$ cat src/rtl/sbt_pkg.sv
package sbt_pkg;
    localparam int BYTE_W = 8;
    localparam int WORD_W = 16;

    typedef struct packed {
        logic              strobe;
        logic              latch;
        logic              sel;
        logic              dir;
        logic [BYTE_W-1:0] data;
    } bus_sig_t;

    typedef enum logic [1:0] {
        VB_NONE = 2'd0,
        VB_HI   = 2'd1,
        VB_BOTH = 2'd2
    } vbyte_cnt_t;

    function automatic logic [BYTE_W-1:0] word_byte(input logic [WORD_W-1:0] w,
                                                    input logic hi);
        return hi ? w[WORD_W-1:BYTE_W] : w[BYTE_W-1:0];
    endfunction
endpackage

$ cat src/rtl/sbt_sync.sv
module sbt_sync #(
    parameter int W     = 12,
    parameter int DEPTH = 2
) (
    input  logic         clk,
    input  logic         rst,
    input  logic [W-1:0] d,
    output logic [W-1:0] q
);
    logic [W-1:0] stage [DEPTH];

    always_ff @(posedge clk) begin
        if (rst) stage[0] <= '0;
        else     stage[0] <= d;
    end

    generate
        for (genvar i = 1; i < DEPTH; i++) begin : g_chain
            always_ff @(posedge clk) begin
                if (rst) stage[i] <= '0;
                else     stage[i] <= stage[i-1];
            end
        end
    endgenerate

    assign q = stage[DEPTH-1];
endmodule

$ cat src/rtl/sbt_ctrl.sv
module sbt_ctrl
    import sbt_pkg::*;
(
    input  logic              clk,
    input  logic              rst,
    input  bus_sig_t          cur,
    input  logic              busy,
    input  logic [WORD_W-1:0] rd_word,
    output logic [BYTE_W-1:0] addr,
    output logic              wr_en,
    output logic [WORD_W-1:0] wr_word,
    output logic [BYTE_W-1:0] dout,
    output logic              oe,
    output logic              ready
);
    logic       strobe_d, sel_d;
    logic       stb_rise, stb_fall, sel_rise;
    vbyte_cnt_t cnt;
    logic [BYTE_W-1:0] hi_q, lo_q;

    assign stb_rise = cur.strobe & ~strobe_d;
    assign stb_fall = ~cur.strobe & strobe_d;
    assign sel_rise = cur.sel & ~sel_d;
    assign wr_en    = sel_rise & (cnt == VB_BOTH) & cur.dir & ~busy;
    assign wr_word  = {hi_q, lo_q};

    always_ff @(posedge clk) begin
        if (rst) begin
            strobe_d <= 1'b0;
            sel_d    <= 1'b0;
            cnt      <= VB_NONE;
            addr     <= '0;
            hi_q     <= '0;
            lo_q     <= '0;
            dout     <= '0;
            oe       <= 1'b0;
            ready    <= 1'b0;
        end else begin
            strobe_d <= cur.strobe;
            sel_d    <= cur.sel;
            if (stb_rise) begin
                if (cur.latch) begin
                    addr <= cur.data;
                    cnt  <= VB_NONE;
                    oe   <= 1'b0;
                end else begin
                    case (cnt)
                        VB_NONE: begin
                            if (cur.dir) hi_q <= cur.data;
                            else         dout <= word_byte(rd_word, 1'b1);
                            oe  <= ~cur.dir;
                            cnt <= VB_HI;
                        end
                        VB_HI: begin
                            if (cur.dir) lo_q <= cur.data;
                            else         dout <= word_byte(rd_word, 1'b0);
                            oe  <= ~cur.dir;
                            cnt <= VB_BOTH;
                        end
                        default: oe <= 1'b0;
                    endcase
                end
            end else if (stb_fall) begin
                oe <= 1'b0;
            end
            if (sel_rise && cnt == VB_BOTH) begin
                ready <= busy;
                oe    <= 1'b0;
                if (!cur.dir) cnt <= VB_NONE;
            end
        end
    end


    addr_restart_chk: assert property (@(posedge clk) disable iff (rst)
        (stb_rise && cur.latch) |=> (cnt == VB_NONE && !oe));

    oe_phase_chk: assert property (@(posedge clk) disable iff (rst)
        oe |-> (cnt != VB_NONE));

    busy_retry_chk: assert property (@(posedge clk) disable iff (rst)
        (sel_rise && cnt == VB_BOTH && busy) |=> ready);

    wr_done_chk: assert property (@(posedge clk) disable iff (rst)
        wr_en |=> !ready);
endmodule

$ cat src/rtl/sbt_bank.sv
module sbt_bank
    import sbt_pkg::*;
#(
    parameter int NUM_REGS = 8
) (
    input  logic                       clk,
    input  logic                       rst,
    input  logic                       wr_en,
    input  logic [BYTE_W-1:0]          wr_addr,
    input  logic [WORD_W-1:0]          wr_data,
    input  logic [BYTE_W-1:0]          rd_addr,
    output logic [WORD_W-1:0]          rd_data,
    output logic [NUM_REGS*WORD_W-1:0] regs_flat
);
    localparam int IDX_W = (NUM_REGS > 1) ? $clog2(NUM_REGS) : 1;

    logic [WORD_W-1:0] mem [NUM_REGS];
    logic              rd_hit;

    generate
        for (genvar g = 0; g < NUM_REGS; g++) begin : g_reg
            always_ff @(posedge clk) begin
                if (rst)
                    mem[g] <= '0;
                else if (wr_en && wr_addr == BYTE_W'(g))
                    mem[g] <= wr_data;
            end
            assign regs_flat[g*WORD_W +: WORD_W] = mem[g];
        end
    endgenerate

    assign rd_hit  = ({1'b0, rd_addr} < (BYTE_W+1)'(NUM_REGS));
    assign rd_data = rd_hit ? mem[rd_addr[IDX_W-1:0]] : '0;


    hold_chk: assert property (@(posedge clk) disable iff (rst)
        !wr_en |=> $stable(regs_flat));

    oor_write_chk: assert property (@(posedge clk) disable iff (rst)
        (wr_en && ({1'b0, wr_addr} >= (BYTE_W+1)'(NUM_REGS))) |=> $stable(regs_flat));
endmodule

$ cat src/rtl/strobed_reg_target.sv
module strobed_reg_target
    import sbt_pkg::*;
#(
    parameter int NUM_REGS   = 8,
    parameter int SYNC_DEPTH = 2
) (
    input  logic                       clk,
    input  logic                       rst,
    input  logic                       pin_strobe,
    input  logic                       pin_latch,
    input  logic                       pin_sel,
    input  logic                       pin_dir,
    input  logic [7:0]                 pin_data_in,
    output logic [7:0]                 pin_data_out,
    output logic                       pin_data_oe,
    output logic                       pin_ready,
    input  logic                       loc_busy,
    output logic [NUM_REGS*16-1:0]     loc_regs
);
    localparam int SIG_W = $bits(bus_sig_t);

    bus_sig_t          raw, synced;
    logic [BYTE_W-1:0] addr;
    logic              wr_en;
    logic [WORD_W-1:0] wr_word, rd_word;

    assign raw = '{strobe: pin_strobe, latch: pin_latch, sel: pin_sel,
                   dir: pin_dir, data: pin_data_in};

    sbt_sync #(.W(SIG_W), .DEPTH(SYNC_DEPTH)) u_sync (
        .clk (clk),
        .rst (rst),
        .d   (raw),
        .q   (synced)
    );

    sbt_ctrl u_ctrl (
        .clk     (clk),
        .rst     (rst),
        .cur     (synced),
        .busy    (loc_busy),
        .rd_word (rd_word),
        .addr    (addr),
        .wr_en   (wr_en),
        .wr_word (wr_word),
        .dout    (pin_data_out),
        .oe      (pin_data_oe),
        .ready   (pin_ready)
    );

    sbt_bank #(.NUM_REGS(NUM_REGS)) u_bank (
        .clk       (clk),
        .rst       (rst),
        .wr_en     (wr_en),
        .wr_addr   (addr),
        .wr_data   (wr_word),
        .rd_addr   (addr),
        .rd_data   (rd_word),
        .regs_flat (loc_regs)
    );
endmodule

$ cat config.mk
export PLATFORM = sky130hd
export DESIGN_NAME = strobed_reg_target
export DESIGN_NICKNAME = d
export VERILOG_FILES = /design/src/rtl/sbt_pkg.sv /design/src/rtl/sbt_sync.sv /design/src/rtl/sbt_ctrl.sv /design/src/rtl/sbt_bank.sv /design/src/rtl/strobed_reg_target.sv
export SDC_FILE = /design/constraint.sdc
export NUM_CORES = 1
export LEC_CHECK = 0
export BUFFER_PORTS_ARGS = -buffer_cell sky130_fd_sc_hd__buf_2
export CAP_MARGIN = 20
export CORE_MARGIN = 2
export CORE_UTILIZATION = 57
export CTS_BUF_LIST = sky130_fd_sc_hd__clkbuf_4 sky130_fd_sc_hd__clkbuf_8
export CTS_CLUSTER_DIAMETER = 120
export DETAILED_ROUTE_END_ITERATION = 6
export GPL_TIMING_DRIVEN = 0
export PLACE_DENSITY = 0.9
export SYNTH_ARGS = -nofsm -noshare
export SYNTH_HDL_FRONTEND = slang
export SYNTH_SLANG_ARGS = --single-unit
export TNS_END_PERCENT = 20
$ cat constraint.sdc
create_clock -name clk -period 3.89 [get_ports clk]
set_clock_uncertainty 0.1 [all_clocks]
set_input_delay 0.778 -clock clk [delete_from_list [all_inputs] [get_ports clk]]
set_output_delay 0.778 -clock clk [all_outputs]
set_load 0.02 [all_outputs]
==> results.yml <==
yosys:
  avgSynthCellArea_um2: 13.94
  synth_top_family_by_area: "simple AND/OR/NAND/NOR gates"
  ys.flop_type: "edfxtp_1"
  synth_compound_area_share_pct: 3.608
  seq_area_frac_synth_pct: 63.95
  synthMuxAreaShare_pct: 11.94
  yosys.area_share.simple_pct: 17.43
  async_flop_share_pct: 0
  yosys.area.top_type: "edfxtp_1"
  yosys.area_share.adder_pct: 0.7776
  synth_area_um2: 8045
  synth.distinct_cells: 35
  synth_xor_area_share_pct: 0
  synth_edf_count: 128
  syn_inst: 577
  synth_warnings: 0
  ys_top_cells_by_area: "edfxtp_1, dfxtp_1, and2_1"
  synth_top_cell_area_share_pct: 47.78
  synth_fp_nets: 597
  ys_ff_latch: 193
clocking:
  cts_hold_buf: 0
  root_buffer: "clkbuf_8"
  cts_resized: 0
  clock-sinks: 193
  clk_pin_slew_ns: 0.09
  cts_tree: "yes"
  post_cts_buffers: 0
  clkLatencyLatePin_ns: 0.47
  cts_made_buffers: 17
  cts_max_level: 4
  cts.path.max_buffers: 2
run_status:
  outcome: "finished clean"
die:
  dieArea_um2: 15080
  core_um2: 13830
  die_w_um: 122.8
  die_h_um: 122.8
  start_util_pct: 58.18
  rows: 43
  io_pins: 153
power:
  p_per_area_nw_per_um2: 414.0
  total_leakage_power_nw: 3.813
  vdd.ir_drop.worst_v: 0.0002198
grt:
  grt_max_degree: 17
  grt_remaining_overflow: 0
  grt_pass1_wl_mm: 30.85
  grt_pass1_vias: 5502
  antenna_found_initial: 0
  grt_use_total_pct: 28.38
placed_design:
  gp_congestion: 0.9573
  io_buffers: 152
  place_ws_ns: 0.5359
  place_hpwl_mm: 15.19
timing:
  slew-limit-headroom_pct: 30.47
  setup_ws_ns: 0.8074
  min_period_ns: 3.083
  fin_crit_sh_pct: 79.24
  tightestPinTransition_ns: 1.043
  hold_violations: 0
  slew_viol_final: 0
  setup_viol: 0
  rsz0062_at_grt: "false"
  max_freq_ghz: 0.3244
route:
  drt_iter0_drc: 758
  wirelength_mm: 20.63
  vias: 5680
  via_per_inst: 5.998
  routedWlPerCell_um: 21.78
  drc_errors: 0
  ant_nets: 0
  first_pass_iters: 5
worst_hold_path:
  min_path_type: "register to register"
  min-delay-start: "u_sync.stage[0][11]"
  hold_path_end: "u_sync.stage[1][11]"
  hold_depth: 1
flow_run:
  drv_cap: 0
worst_setup_path:
  crit_type: "register to register"
  worstRegToRegCells: 6
  cp-start-kind: "register"
  path_max_fanout: 16
  reg2reg_slack_ns: 0.81
  required_ns: 3.88
  worstReg2RegEnd: "u_bank.mem[4][10]"
  arrival_ns: 3.07
  r2r-start: "u_ctrl.cnt[0]"
  end_kind: "register"
finish:
  antenna_cells: 0
  final_nets: 774
  post-route-util_pct: 69.28
  layout-drive-gt1-share_pct: 29.73
  syn_to_final_growth_pct: 19.07
==> layer usage <==
| metal | vias to the layer above | track usage [%] | routed length (um) |
|---|---|---|---|
| met3 | 85 | 5.948 | 1796 |
| met5 | - | 0 | 0 |
| met1 | 2771 | 33.91 | 7291 |
| li1 | 2438 | - | - |
| met4 | 0 | 19.83 | 1389 |
| met2 | 386 | 45.99 | 10150 |
==> power breakdown <==
part / leakage [nW] / total (mW) / switching, mW / internal, mW
registers: 1.85 / 2.28 / 0.0371 / 2.24
logic: 1.73 / 0.232 / 0.155 / 0.0776
clock network: 0.231 / 1.46 / 0.660 / 0.798
==> flip-flops by register name, indices dropped and copies added (netlist names), 2 cells and up, named ones only <==
| register | flops |
|---|---|
| u_ctrl.cnt | 2 |
| u_ctrl.lo_q | 8 |
| u_ctrl.dout | 8 |
| u_sync.stage | 24 |
| u_bank.mem | 128 |
| u_ctrl.hi_q | 8 |
| u_ctrl.addr | 8 |
==> layout by cell type, fill, tap and decap left out, types with 8 or more instances in the layout <==
cell	netlist	layout
a21oi_1	24	24
a221o_1	8	8
and2_1	128	128
buf_2	1	153
clkbuf_1	21	21
clkbuf_8	0	19
dfxtp_1	65	65
edfxtp_1	128	128
inv_1	8	8
mux2_2	8	8
mux2i_1	9	9
mux4_1	16	16
mux4_2	16	16
nand2_1	45	45
nand3_1	11	11
nor2_1	20	20
nor2b_1	27	27
==> cell type report <==
cell class / count / area, um^2
fill: 896 / 4248
clock buffer: 20 / 269.0
tap: 180 / 225.2
sequential: 193 / 5145
inverter: 8 / 30.03
clock inverter: 12 / 186.4
timing repair buffer: 158 / 805.8
buffer: 30 / 153.9
multi-input combinational: 346 / 2764
==> cell families after synthesis <==
kind of cell	after synthesis
flip-flops	193
adder cells (fa/ha/maj)	5
multiplexers	49
AND/OR/NAND/NOR	248
buffers and inverters	38
AO/OA/AOI/OAI	44
==> Yosys cell counts, drive strengths merged (3+ instances only) <==
cell and count:
o41ai 3, clkbuf 21, mux2i 9, dfxtp 65
buf 9, o21ai 3, a221o 8, ha 5
nor2b 27, and2 128, edfxtp 128, a21oi 24
nand4 3, nor3 6, mux4 32, mux2 8
nand3 11, inv 8, nand2 45, nor2 20
==> how the worst max path moves through the flow <==
stage	from	to	slack [ns]	cells after the start
2_1_floorplan	loc_busy	u_bank.mem[1][0]	0.31	3
3_3_place_gp	loc_busy	u_bank.mem[1][7]	-0.88	4
3_5_place_dp	loc_busy	u_bank.mem[4][10]	0.54	5
4_1_cts	u_ctrl.cnt[0]	u_bank.mem[4][10]	0.83	6
5_1_grt	u_ctrl.cnt[0]	u_bank.mem[4][10]	0.65	6
6_report	u_ctrl.cnt[0]	u_bank.mem[4][10]	0.81	6
==> worst max-delay path, cell delays in order (launching register included) <==
cell	delay, ns
dfxtp_1	0.32
inv_1	0.12
ha_1	0.19
and4bb_2	0.29
nand3_1	0.21
or3b_2	0.61
o31ai_4	0.86
==> through the flow <==
stage | hold WS, ns | TNS [ns] | cell area [um^2] | std cells | total power, mW
floorplan | 0.3138 | 0 | 8045 | 577 | 2.449
global placement | 0.3232 | -72.23 | 9031 | 909 | 2.535
detailed placement | 0.3204 | 0 | 9124 | 915 | 2.552
CTS | 0.3405 | 0 | 9579 | 947 | 3.974
global route | 0.3664 | 0 | 9579 | 947 | 4.074
finish | 0.3418 | 0 | 9579 | 947 | 3.966
(Power assumes the default switching activity.)
